File: src/rtl/lldma_engine.sv
module lldma_engine #(
  parameter int SZ_W = 16
) (
  input  logic        clk,
  input  logic        rst_n,
  input  logic        reg_we,
  input  logic        reg_re,
  input  logic [3:0]  reg_addr,
  input  logic [31:0] reg_wdata,
  output logic [31:0] reg_rdata,
  output logic        mem_req,
  output logic        mem_we,
  output logic [31:0] mem_addr,
  output logic [31:0] mem_wdata,
  input  logic        mem_ack,
  input  logic [31:0] mem_rdata,
  output logic        buf_evt,
  output logic        chain_evt,
  output logic        irq
);
  localparam logic [3:0] A_GEN = 4'd0, A_CHEN = 4'd1, A_DST = 4'd2, A_CFG = 4'd3,
                         A_DESC = 4'd4, A_STAT = 4'd5, A_SRC = 4'd6, A_CTLA = 4'd7,
                         A_CTLB = 4'd8;
  localparam int LAST_IDX = 4;

  typedef enum logic [2:0] {S_IDLE, S_FETCH, S_RD, S_WR, S_WB} st_t;

  st_t         st;
  logic        gen_en, chen;
  logic [31:0] dst, cfg, nxt, src, ctla, ctlb, cur, buf_q;
  logic [2:0]  idx;
  logic [1:0]  stat;

  wire [SZ_W-1:0] size    = ctla[SZ_W-1:0];
  wire            is_last = (nxt == 32'd0) && !ctlb[0];
  wire            start   = reg_we && reg_addr == A_CHEN && reg_wdata[0] && gen_en && !chen;
  wire            stat_rd = reg_re && reg_addr == A_STAT;

  assign mem_req   = st != S_IDLE;
  assign mem_we    = st == S_WR || st == S_WB;
  assign mem_wdata = (st == S_WB) ? {1'b1, ctla[30:0]} : buf_q;
  assign buf_evt   = st == S_WB && mem_ack;
  assign chain_evt = buf_evt && is_last;
  assign irq       = |stat;

  always_comb begin
    case (st)
      S_FETCH: mem_addr = cur + {27'd0, idx, 2'b00};
      S_RD:    mem_addr = src;
      S_WR:    mem_addr = dst;
      S_WB:    mem_addr = cur + 32'd8;
      default: mem_addr = 32'd0;
    endcase
  end

  always_comb begin
    case (reg_addr)
      A_GEN:   reg_rdata = {31'd0, gen_en};
      A_CHEN:  reg_rdata = {31'd0, chen};
      A_DST:   reg_rdata = dst;
      A_CFG:   reg_rdata = cfg;
      A_DESC:  reg_rdata = nxt;
      A_STAT:  reg_rdata = {30'd0, stat};
      A_SRC:   reg_rdata = src;
      A_CTLA:  reg_rdata = ctla;
      A_CTLB:  reg_rdata = ctlb;
      default: reg_rdata = 32'd0;
    endcase
  end

  always_ff @(posedge clk) begin
    if (!rst_n) begin
      st     <= S_IDLE;
      gen_en <= 1'b0;
      chen   <= 1'b0;
      dst    <= '0;
      cfg    <= '0;
      nxt    <= '0;
      src    <= '0;
      ctla   <= '0;
      ctlb   <= '0;
      cur    <= '0;
      buf_q  <= '0;
      idx    <= '0;
      stat   <= '0;
    end else begin
      if (reg_we && reg_addr == A_GEN) gen_en <= reg_wdata[0];
      if (reg_we && !chen) begin
        case (reg_addr)
          A_DST:   dst <= reg_wdata;
          A_CFG:   cfg <= reg_wdata;
          A_DESC:  nxt <= reg_wdata;
          default: ;
        endcase
      end
      stat <= (stat_rd ? 2'b00 : stat) | {chain_evt, buf_evt};

      case (st)
        S_IDLE: if (start) begin
          chen <= 1'b1;
          cur  <= nxt;
          idx  <= '0;
          st   <= S_FETCH;
        end
        S_FETCH: if (mem_ack) begin
          case (idx)
            3'd0:    src  <= mem_rdata;
            3'd2:    ctla <= mem_rdata;
            3'd3:    ctlb <= mem_rdata;
            3'd4:    nxt  <= mem_rdata;
            default: ;
          endcase
          if (idx == 3'(LAST_IDX)) st <= (size == '0) ? S_WB : S_RD;
          else idx <= idx + 3'd1;
        end
        S_RD: if (mem_ack) begin
          buf_q <= mem_rdata;
          st    <= S_WR;
        end
        S_WR: if (mem_ack) begin
          src             <= src + 32'd4;
          dst             <= dst + 32'd4;
          ctla[SZ_W-1:0]  <= size - SZ_W'(1);
          st              <= (size == SZ_W'(1)) ? S_WB : S_RD;
        end
        S_WB: if (mem_ack) begin
          if (is_last) begin
            chen <= 1'b0;
            st   <= S_IDLE;
          end else begin
            cur <= nxt;
            idx <= '0;
            st  <= S_FETCH;
          end
        end
        default: st <= S_IDLE;
      endcase
    end
  end
endmodule


File: config.mk
export PLATFORM = sky130hd
export DESIGN_NAME = lldma_engine
export DESIGN_NICKNAME = d
export VERILOG_FILES = /design/src/rtl/lldma_engine.sv
export SDC_FILE = /design/constraint.sdc
export NUM_CORES = 1
export LEC_CHECK = 0
export BUFFER_PORTS_ARGS = -buffer_cell sky130_fd_sc_hd__buf_2
export CAP_MARGIN = 10
export CORE_ASPECT_RATIO = 2
export CORE_MARGIN = 5
export CORE_UTILIZATION = 45
export DETAILED_ROUTE_END_ITERATION = 10
export PLACE_DENSITY = 0.64
export SYNTH_ARGS = -nofsm -noshare
export SYNTH_HDL_FRONTEND = slang
export SYNTH_SLANG_ARGS = --single-unit
export TNS_END_PERCENT = 1
File: constraint.sdc
create_clock -name clk -period 2 [get_ports clk]
set_input_delay 0.1 -clock clk [delete_from_list [all_inputs] [get_ports clk]]
set_output_delay 0.1 -clock clk [all_outputs]
set_load 0.01 [all_outputs]
==> results of run 1 <==
==> worst paths after layout <==
check	from	to	slack (ns)	depth (start not counted)
min reg2reg	buf_q[14]	buf_q[14]	0.45	2
min	reg_addr[2]	chen	0.06	5
max reg2reg	ctla[10]	st[1]	-0.09	5
max	cur[2]	mem_addr[28]	-0.85	10
==> worst max-delay path: cells and delay by family (launching register included) <==
family                   cells  cell delay, ns
adder cells (fa/ha/maj)      2            0.52
AND/OR/NAND/NOR              2            0.35
AO/OA/AOI/OAI                2            0.36
buffers and inverters        3            0.42
flip-flops                   1            0.36
XOR/XNOR                     1            0.18
==> state kept, by name, summed over array words and instances (netlist names) <==
register / flops
buf_q: 32
cfg: 32
chen: 1
ctla: 32
ctlb: 32
cur: 32
dst: 32
gen_en: 1
idx: 3
nxt: 32
src: 32
st: 3
stat: 2
==> cell usage after synthesis, types with 22 or more instances <==
cell type	count	area [µm²]
a211oi_1	51	383
a21oi_1	165	826
a22oi_1	109	818
a31oi_1	22	138
and3_1	22	138
buf_2	40	200
clkbuf_1	126	473
dfxtp_1	266	5330
mux2i_1	92	921
nand2_1	448	1680
nand3_1	70	350
nand4_1	31	194
nor2_1	143	537
nor3_1	38	190
nor4_1	24	150
o21ai_0	88	440
==> cells by family after synthesis <==
logic type / Yosys count / share of synthesized area (%)
DFF: 266 / 34.5
and+or+nand+nor: 868 / 26.0
buffers and inverters: 202 / 5.49
xor gates and xnor gates: 19 / 1.08
muxes: 98 / 6.48
adders and majority gates: 14 / 1.18
AOI/OAI and AO/OA: 583 / 25.2
==> what timing repair did <==
item / 4_1_cts / 5_1_grt
setup buffers: 1 / 2
hold buffers: 67 / 0
pin swaps: 33 / 6
endpoints found under the setup margin: 117 / 151
endpoints found under the hold margin: 199 / 0
resized for setup: 76 / 50
==> layout make-up <==
type | instances | area (µm²)
inverter | 21 | 83.8
sequential | 266 | 5340
clock inverter | 14 | 188
fill | 3074 | 13100
multi-input combinational | 1582 | 9780
tap | 441 | 552
timing repair buffer | 556 | 4400
clock buffer | 32 | 692
==> report_power, final <==
| group | switching, mW | leakage (nW) | internal, mW |
|---|---|---|---|
| clock network | 2.28 | 0.427 | 2.98 |
| logic | 0.499 | 5.96 | 0.325 |
| registers | 0.0248 | 2.15 | 5.32 |
| total | 2.81 | 8.54 | 8.63 |
==> metal layers <==
layer / global-route usage (%) / vias to the layer above / share of wire, % / wire length, µm
met3: 4.00 / 222 / 7.6 / 5080
met2: 57.2 / 918 / 49 / 32600
li1: - / 8242 / - / -
met4: 18.9 / 0 / 6.6 / 4370
met1: 39.1 / 8467 / 37 / 24500
met5: 0 / - / 0 / 0
==> stage by stage <==
step           cell area (µm²)  setup slack [ns]  setup TNS [ns]  utilization [%]
3_3_place_gp             19000            -0.295          -11.61             55.7
3_5_place_dp             19000            -0.340          -12.72             55.7
6_report                 21000            -0.851          -20.87             61.7
4_1_cts                  20800            -0.855          -21.84             61.0
2_1_floorplan            15500           -0.0374         -0.0500                -
5_1_grt                  21000            -0.919          -26.97             61.7
==> metrics.md, run 1 <==
| Metric | Value |
|---|---|
| Syn Std Cell Area | `roughly 15000 µm²` |
| Die width | `approximately 140 µm` |
| # port buffers | `173` |
| Starting Density | `45.2%` |
| Vias in the first global route | `17.3k` |
| CTS sink cnt | `about 270` |
| Cell count after synthesis | `~2.1k` |
| Core region area | `~34000 µm²` |
| TritonCTS Buffers | `25` |
| CP Data Required Time | `approximately 1.9 ns` |
| Final worst-path cycle share | `143%` |
| Failing checks | `setup timing` |
| DRC errors left | `0` |
| Final setup vio count | `66` |
| Pin count of the biggest net entering global routing | `120` |
| Crit. End Element | `output pin` |
| Number of antenna violations at the first check in global routing | `0` |
| CTS tree | `built` |
| Hold slack | `0.0632 ns` |
| Final Max Slew Viols | `0` |
| Seq/Total Area, Yosys | `approximately a third` |
| Crit-path slowest cell | `fa_2` |
| Die area | `about 38000 µm²` |
| Synth-to-layout area growth | `36.5%` |
| RSZ-0062 raised after global routing | `true` |
| Setup ws final | `-0.851 ns` |
| Fin. Hold Viols | `0` |
| Worst-case clock buffer depth | `3` |
| Post-synth EDFFs | `0` |
| Final Skew | `0.0124 ns` |
| Skew-Pair Late Insertion Delay | `0.56 ns` |
| Total wire length | `approximately 66000 µm` |
| Root Buffer | `clkbuf_16` |
| Reg clk slew, reported paths | `about 0.070 ns` |
| Status | `complete, but fails checks` |
| Number of max-cap violations | `0` |
| DR iter-0 viols | `about 1.5k` |
| Dpl cells | `2796` |
| Commonest non-fill, non-tap cell in the layout | `nand2_1` |
| Total global-route track usage | `about a third` |
| Placer's final routability congestion estimate | `roughly 1` |
| Static leakage | `roughly 8.5 nW` |
| Crit path max fanout | `5` |
| DP HPWL | `a little under 50000 µm` |
| Fin nets | `~2.5k` |
| Fmax | `351 MHz` |
| Total power | `11.4 mW` |
| Crit-path max cell delay | `between 0.3 and 0.4 ns` |
| First-pass GRT wire length | `roughly 100000 µm` |
| Ys flop type | `dfxtp_1` |
| Unique masters post-synth | `85` |
| First-pass DRT Iterations | `6` |
| Synthesized Nets | `approximately 2.1k` |
| DR vias/cell | `slightly above 6` |
| Synth async-reset ratio | `0%` |
| Ys Warns | `0` |
| Clock period minus worst slack | `2.85 ns` |
| Maximum vdd drop | `~680 µV` |
| H-tree depth | `1` |
| Total gr overflow | `0` |
| Die height | `272 µm` |
| Slew headroom | `between 50% and 60%` |
| # rows | `between 90 and 100` |
| Critical path, cell by cell | `ha_4, inv_2, fa_2, nor2b_4, o2111ai_4, buf_6, nor4_4, xnor2_1, o221ai_1, buf_2` |
| Share of cells above drive strength 1 | `26.9%` |
| Worst min path class | `input pin to flip-flop` |
| Syn Area/Cell | `~7.5 µm²` |
| PD cells | `between 500 and 600 nW/µm²` |
| Diodes inserted | `0` |
| Vias | `about 18k` |
| Most frequent cells in the layout | `438 x nand2_1, 273 x buf_4, 251 x dfxtp_1, 169 x buf_2, 162 x a21oi_1` |
| Worst Max-Slew Pin Slew | `~0.65 ns` |
| Crit path launch type | `flip-flop` |
| Final ANT Viol Nets | `0` |
| CP Data Arrival Time | `approximately 2.8 ns` |
| Io pins | `about 170` |
| Final std cells w/o fill | `around 2.9k` |
| Critical path class | `flip-flop to output pin` |
| Flop and latch count out of synthesis | `roughly 270` |
| WL/cell | `22.8 µm` |
Power figures use the tool's default switching activity.
==> run 2, diff against run 1 <==
--- a/config.mk
+++ b/config.mk
@@ -9,9 +9,10 @@
 export CAP_MARGIN = 10
 export CORE_ASPECT_RATIO = 2
 export CORE_MARGIN = 5
-export CORE_UTILIZATION = 45
+export CORE_UTILIZATION = 25
 export DETAILED_ROUTE_END_ITERATION = 10
-export PLACE_DENSITY = 0.64
+export PLACE_DENSITY = 0.4
+export SKIP_LAST_GASP = 1
 export SYNTH_ARGS = -nofsm -noshare
 export SYNTH_HDL_FRONTEND = slang
 export SYNTH_SLANG_ARGS = --single-unit
==> run 2 against run 1 <==
  * The run still ends with setup timing left
  * Routed wire length rose by 19%
  * Maximum frequency grew 1.8%
  * Clock power grew 2%
  * Sequential power about the same
  * Design area up 0.83%
  * Global-route usage shrank 10 points
  * Worst setup slack better by 0.051 ns
  * Clock skew is 0.0052 ns higher
  * Combinational power increased by 4.1%
  * Clock-buffer cell count grew 8
  * Critical path type unchanged
  * Largest power group is now the clock network
==> metrics.md, run 2 (synthesis gave the netlist of run 1 again) <==
| Metric | Value |
|---|---|
| Status | `complete, but fails checks (unchanged)` |
| Failing checks | `setup timing (unchanged)` |
| Fmax | `357 MHz (was 351 MHz)` |
| Static leakage | `8.49 nW (was 8.54 nW)` |
| DR iter-0 viols | `1503 (was 1508)` |
| DP HPWL | `60700 µm (was 49700 µm)` |
| Final Max Slew Viols | `0 (unchanged)` |
| CTS sink cnt | `266 (unchanged)` |
| Routed met2 length | `40600 µm (was 32600 µm)` |
| Clock period minus worst slack | `2.80 ns (was 2.85 ns)` |
| Die width | `186 µm (was 141 µm)` |
| Max layer used | `met4 (unchanged)` |
| Crit path launch type | `flip-flop (unchanged)` |
| Worst-case clock buffer depth | `3 (unchanged)` |
| Die area | `67000 µm² (was 38300 µm²)` |
| Number of max-cap violations | `0 (unchanged)` |
| RSZ-0062 raised after global routing | `true (unchanged)` |
| Placer's final routability congestion estimate | `0.893 (was 0.998)` |
| Placed Area | `19500 µm² (was 19000 µm²)` |
| Crit path max fanout | `7 (was 5)` |
| Fin. Hold Viols | `0 (unchanged)` |
| Worst min path class | `input pin to flip-flop (unchanged)` |
| Reg clk slew, reported paths | `0.07 ns (about the same)` |
| Diodes inserted | `0 (unchanged)` |
| Final worst-path cycle share | `140% (was 143%)` |
| Commonest non-fill, non-tap cell in the layout | `nand2_1 (unchanged)` |
| Most repeated library cell on the critical path | `buf_4` |
| Pin count of the biggest net entering global routing | `99 (was 120)` |
| Met3 routed WL | `3760 µm (was 5080 µm)` |
| DR vias/cell | `5.40 (was 6.13)` |
| H-tree depth | `1 (unchanged)` |
| First-pass GRT wire length | `116000 µm (was 100000 µm)` |
| PD cells | `545 nW/µm² (was 544 nW/µm²)` |
| Buf/Inv on CP | `4 (was 3)` |
| Crit-path slowest cell | `a2111oi_4 (was fa_2)` |
| Total gr overflow | `0 (unchanged)` |
| Core region area | `61000 µm² (was 34100 µm²)` |
| Skew-Pair Late Insertion Delay | `0.58 ns (was 0.56 ns)` |
| Number of antenna violations at the first check in global routing | `0 (unchanged)` |
| Vias | `17.7k (was 17.8k)` |
| Largest delay share family, worst path | `compound AO/OA/AOI/OAI gates (was adder cells)` |
| WL/cell | `24.2 µm (was 22.8 µm)` |
| # port buffers | `173 (unchanged)` |
| Io pins | `174 (unchanged)` |
| CP Data Required Time | `1.90 ns (about the same)` |
| TritonCTS Buffers | `27 (was 25)` |
| Setup ws final | `-0.800 ns (was -0.851 ns)` |
| DRC errors left | `0 (unchanged)` |
| Starting Density | `25.3% (was 45.2%)` |
| Total wire length | `79300 µm (was 66500 µm)` |
| Crit. End Element | `output pin (unchanged)` |
| Critical path, cell by cell | `buf_4, ha_4, a21oi_4, a2111oi_4, buf_6, buf_4, nand2_1, a221oi_2, o21ai_1, buf_2 (was ha_4, inv_2, fa_2, nor2b_4, o2111ai_4, buf_6, nor4_4, xnor2_1, o221ai_1, buf_2)` |
| Crit-path max cell delay | `0.36 ns (was 0.38 ns)` |
| Total global-route track usage | `22.8% (was 33.1%)` |
| Final setup vio count | `193 (was 66)` |
| Slew headroom | `52.0% (was 56.9%)` |
| First-pass DRT Iterations | `7 (was 6)` |
| Final Skew | `0.0176 ns (was 0.0124 ns)` |
| # rows | `128 (was 96)` |
| Die height | `361 µm (was 272 µm)` |
| CP Data Arrival Time | `2.70 ns (was 2.75 ns)` |
| Worst slack, placed | `-0.469 ns (was -0.340 ns)` |
| Fin nets | `2561 (was 2539)` |
| Worst Max-Slew Pin Slew | `0.710 ns (was 0.646 ns)` |
| Vias in the first global route | `17.6k (was 17.3k)` |
| Final ANT Viol Nets | `0 (unchanged)` |
| Share of cells above drive strength 1 | `25.3% (was 26.9%)` |
| Final instance area | `21200 µm² (was 21000 µm²)` |
| Most frequent cells in the layout | `446 x nand2_1, 305 x buf_4, 261 x dfxtp_1, 172 x buf_2, 164 x a21oi_1 (was 438 x nand2_1, 273 x buf_4, 251 x dfxtp_1, 169 x buf_2, 162 x a21oi_1)` |
| Root Buffer | `clkbuf_16 (unchanged)` |
| M1 WL | `31800 µm (was 24500 µm)` |
| CTS tree | `built (unchanged)` |
| Critical path class | `flip-flop to output pin (unchanged)` |
| Maximum vdd drop | `498 µV (was 680 µV)` |
| Synth-to-layout area growth | `37.6% (was 36.5%)` |
[run 2: path summary, 6_finish.rpt]
| check | slack [ns] | start | endpoint | cells after the start |
|---|---|---|---|---|
| max | -0.80 | cur[4] | mem_addr[17] | 10 |
| min | 0.04 | rst_n | cfg[17] | 3 |
| max reg2reg | -0.51 | idx[0] | ctla[5] | 10 |
| min reg2reg | 0.45 | buf_q[14] | buf_q[14] | 2 |
[run 2: final cells by class]
class,count,area [µm²]
fill,6448,39800
multi-input combinational,1582,9490
sequential,266,5330
timing repair buffer,576,4440
tap,780,976
clock buffer,40,795
clock inverter,9,98.8
inverter,21,83.8
[run 2: worst min-delay path: cells and delay by family]
family | cells | cell delay, ns
AOI/OAI and AO/OA | 1 | 0.17
buffers and inverters | 2 | 0.30
[run 2: what timing repair did]
action / in CTS / in global routing
hold endpoints to repair: 210 / 0
hold buffers: 67 / 0
setup buffers: 4 / 1
resized for setup: 19 / 2
pin swaps: 10 / 3
setup endpoints to repair: 189 / 251
[run 2: power breakdown]
part           total [mW]  internal (mW)  switching [mW]
Clock                5.36           3.00            2.36
Combinational       0.859          0.326           0.533
Sequential           5.35           5.32          0.0242
Total                11.6           8.65            2.92
[run 2: per-stage QoR]
step | hold slack [ns] | TNS (ns) | total power [mW] | instances | utilization, %
2_1_floorplan | 0.236 | -0.0500 | 5.74 | 2050 | -
3_3_place_gp | 0.375 | -19.07 | 6.22 | 3154 | 32.0
3_5_place_dp | 0.384 | -21.20 | 6.22 | 3154 | 32.0
4_1_cts | 0.0112 | -56.78 | 11.7 | 3273 | 34.7
5_1_grt | 0.0488 | -70.31 | 11.9 | 3274 | 34.8
6_report | 0.0356 | -52.87 | 11.6 | 3274 | 34.8
[run 2: layer usage]
layer	GRT usage, %	vias to the layer above
li1	-	8290
met1	27.7	8625
met2	41.2	609
met3	1.96	143
met4	8.65	0
met5	0	-
==> run 3, diff against run 2 <==
==> constraint.sdc (replaced) <==
create_clock -name clk -period 2.25 [get_ports clk]
set_input_delay 0.1125 -clock clk [delete_from_list [all_inputs] [get_ports clk]]
set_output_delay 0.1125 -clock clk [all_outputs]
set_load 0.01 [all_outputs]
==> run 3 against run 2 <==
  * The run still ends with setup timing left
  * First-iteration DRC count shrank 25%
  * Critical path type unchanged
  * Via count shrank 2.8%
  * Cell count fell by 3.1%
  * Worst setup slack better by 0.20 ns
  * Critical endpoint is now mem_addr[29]
  * Global-route usage shrank 0.45 points
  * Non-clock buffer count down 95
  * Largest power group is now registers
==> metrics.md, run 3 (synthesis gave the netlist of run 1 again) <==
| Metric | Value |
|---|---|
| Capture point of the worst path | `mem_addr[29] (was mem_addr[17])` |
| Placer's final routability congestion estimate | `0.917 (was 0.893)` |
| H-tree depth | `1 (unchanged)` |
| First-pass GRT wire length | `114000 µm (was 116000 µm)` |
| Io pins | `174 (unchanged)` |
| Vias in the first global route | `17.1k (was 17.6k)` |
| Met3 routed WL | `3730 µm (was 3760 µm)` |
| DR vias/cell | `5.42 (was 5.40)` |
| M1 WL | `31100 µm (was 31800 µm)` |
| Launch point of the worst path | `cur[3] (was cur[4])` |
| RSZ-0062 raised after global routing | `true (unchanged)` |
| Routed met2 length | `39100 µm (was 40600 µm)` |
| CP Data Required Time | `2.14 ns (was 1.90 ns)` |
| Die width | `186 µm (unchanged)` |
| Worst-case clock buffer depth | `3 (unchanged)` |
| # port buffers | `173 (unchanged)` |
| Buf/Inv on CP | `4 (unchanged)` |
| Synth-to-layout area growth | `31.7% (was 37.6%)` |
| Critical path, cell by cell | `buf_4, ha_2, nand3_2, buf_4, nor4_1, buf_4, nand3_1, xnor2_1, a221o_1, buf_2 (was buf_4, ha_4, a21oi_4, a2111oi_4, buf_6, buf_4, nand2_1, a221oi_2, o21ai_1, buf_2)` |
| DP HPWL | `58800 µm (was 60700 µm)` |
| Total gr overflow | `0 (unchanged)` |
| Fin. Hold Viols | `0 (unchanged)` |
| Vias | `17.2k (was 17.7k)` |
| Slew headroom | `49.8% (was 52.0%)` |
| Crit path launch type | `flip-flop (unchanged)` |
| Setup ws final | `-0.601 ns (was -0.800 ns)` |
| CTS sink cnt | `266 (unchanged)` |
| PD cells | `492 nW/µm² (was 545 nW/µm²)` |
| Core region area | `61000 µm² (unchanged)` |
| Worst slack, placed | `-0.253 ns (was -0.469 ns)` |
| Largest delay share family, worst path | `buffers and inverters (was compound AO/OA/AOI/OAI gates)` |
| CP Data Arrival Time | `2.74 ns (was 2.70 ns)` |
| Fmax | `between 300 and 400 MHz` |
| Hold slack | `0.0774 ns (was 0.0356 ns)` |
| Reg-to-reg endpoint | `ctla[13] (was ctla[5])` |
| Worst min path class | `input pin to flip-flop (unchanged)` |
| Final setup vio count | `66 (was 193)` |
| CTS tree | `built (unchanged)` |
| Crit-path max cell delay | `0.33 ns (was 0.36 ns)` |
| Maximum vdd drop | `404 µV (was 498 µV)` |
| Number of antenna violations at the first check in global routing | `0 (unchanged)` |
| Share of cells above drive strength 1 | `22.0% (was 25.3%)` |
| Status | `complete, but fails checks (unchanged)` |
| # fillers | `6557 (was 6448)` |
| Most frequent cells in the layout | `446 x nand2_1, 263 x dfxtp_1, 218 x buf_4, 172 x buf_2, 164 x a21oi_1 (was 446 x nand2_1, 305 x buf_4, 261 x dfxtp_1, 172 x buf_2, 164 x a21oi_1)` |
| Reg clk slew, reported paths | `0.06 ns (was 0.07 ns)` |
| Max layer used | `met4 (unchanged)` |
| Final Max Slew Viols | `0 (unchanged)` |
| Crit-path slowest cell | `dfxtp_1 (was a2111oi_4)` |
| Diodes inserted | `0 (unchanged)` |
| Die height | `361 µm (unchanged)` |
| Clock period minus worst slack | `around 2.9 ns` |
| R2r startpoint | `idx[0] (unchanged)` |
| WL/cell | `24.5 µm (was 24.2 µm)` |
| Final ANT Viol Nets | `0 (unchanged)` |
| Critical path class | `flip-flop to output pin (unchanged)` |
| Root Buffer | `clkbuf_16 (unchanged)` |
| Reg-to-reg slack, setup | `-0.07 ns (was -0.51 ns)` |
| Number of max-cap violations | `0 (unchanged)` |
| DRC errors left | `0 (unchanged)` |
| Skew-Pair Late Insertion Delay | `0.58 ns (about the same)` |
| TritonCTS Buffers | `27 (unchanged)` |
| Die area | `67000 µm² (unchanged)` |
| Total global-route track usage | `22.4% (was 22.8%)` |
| # rows | `128 (unchanged)` |
| Starting Density | `25.3% (unchanged)` |
| Worst Max-Slew Pin Slew | `0.754 ns (was 0.710 ns)` |
| Worst Reg-to-Reg Cells | `8 (was 10)` |
| Fin nets | `2466 (was 2561)` |
| Crit. End Element | `output pin (unchanged)` |
| Static leakage | `7.97 nW (was 8.49 nW)` |
| Total wire length | `77600 µm (was 79300 µm)` |
| Final worst-path cycle share | `127%` |
| Total power | `10.0 mW (was 11.6 mW)` |
| Most repeated library cell on the critical path | `buf_4 (unchanged)` |
| DR iter-0 viols | `1121 (was 1503)` |
| First-pass DRT Iterations | `8 (was 7)` |
| Final Skew | `0.0265 ns (was 0.0176 ns)` |
| Crit path max fanout | `5 (was 7)` |
| CP Depth | `10 (unchanged)` |
| Pin count of the biggest net entering global routing | `80 (was 99)` |
| Failing checks | `setup timing (unchanged)` |
| Commonest non-fill, non-tap cell in the layout | `nand2_1 (unchanged)` |
## run 3: cell count changes in the layout (fill, tap and decap cells not counted), sizes merged
cell	before	now
buf	509	415
clkinv	6	0
bufinv	2	1
clkbuf	40	39
dlygate4sd3	67	66
## run 3: layer usage
layer	track usage, %	vias to the layer above
met3	2.08	162
met5	0	-
met1	27.3	8326
met4	9.55	0
met2	39.6	592
li1	-	8100
## run 3: where the power goes
group	total, mW	internal [mW]	switching [mW]
sequential	4.76	4.73	0.0254
combinational	0.729	0.270	0.460
clock	4.51	2.49	2.02
total	10.0	7.49	2.51
## run 3: through the flow
step / util (%) / setup TNS (ns) / instance area (µm²) / instances
after global routing: 33.3 / -25.45 / 20300 / 3171
after detailed placement: 30.6 / -2.33 / 18600 / 3064
after CTS: 33.2 / -18.23 / 20300 / 3170
after floorplan: - / -0.0796 / 15400 / 2050
after global placement: 30.6 / -1.66 / 18600 / 3064
final: 33.3 / -14.52 / 20300 / 3171
## run 3: layout make-up
cell class	count	area (µm²)	share of cell area [%]
Clock inverter	2	38.8	0.191
Sequential cell	266	5330	26.2
Timing Repair Buffer	481	3640	17.9
Inverter	21	83.8	0.413
Clock buffer	39	781	3.85
Multi-Input combinational cell	1582	9460	46.6
Tap cell	780	976	4.81
## run 3: worst min-delay path by stage
stage | from | end | cells past startpoint
floorplan | mem_rdata[31] | buf_q[31] | 2
global placement | reg_wdata[29] | cfg[29] | 3
detailed placement | reg_wdata[16] | cfg[16] | 3
CTS | rst_n | src[11] | 3
global route | rst_n | src[11] | 3
finish | rst_n | ctlb[18] | 3
## run 3: tightest hold or removal path: cells and delay by family
family	cells	cell delay, ns
buffers and inverters	2	0.28
AO/OA/AOI/OAI	1	0.18
## run 3: repair_timing
action	4_1_cts	5_1_grt
hold buffers	66	0
endpoints found under the hold margin	199	0
endpoints found under the setup margin	67	111
gates resized for setup	33	9
cloned	0	0
pin swaps	9	3
buffers inserted	0	1
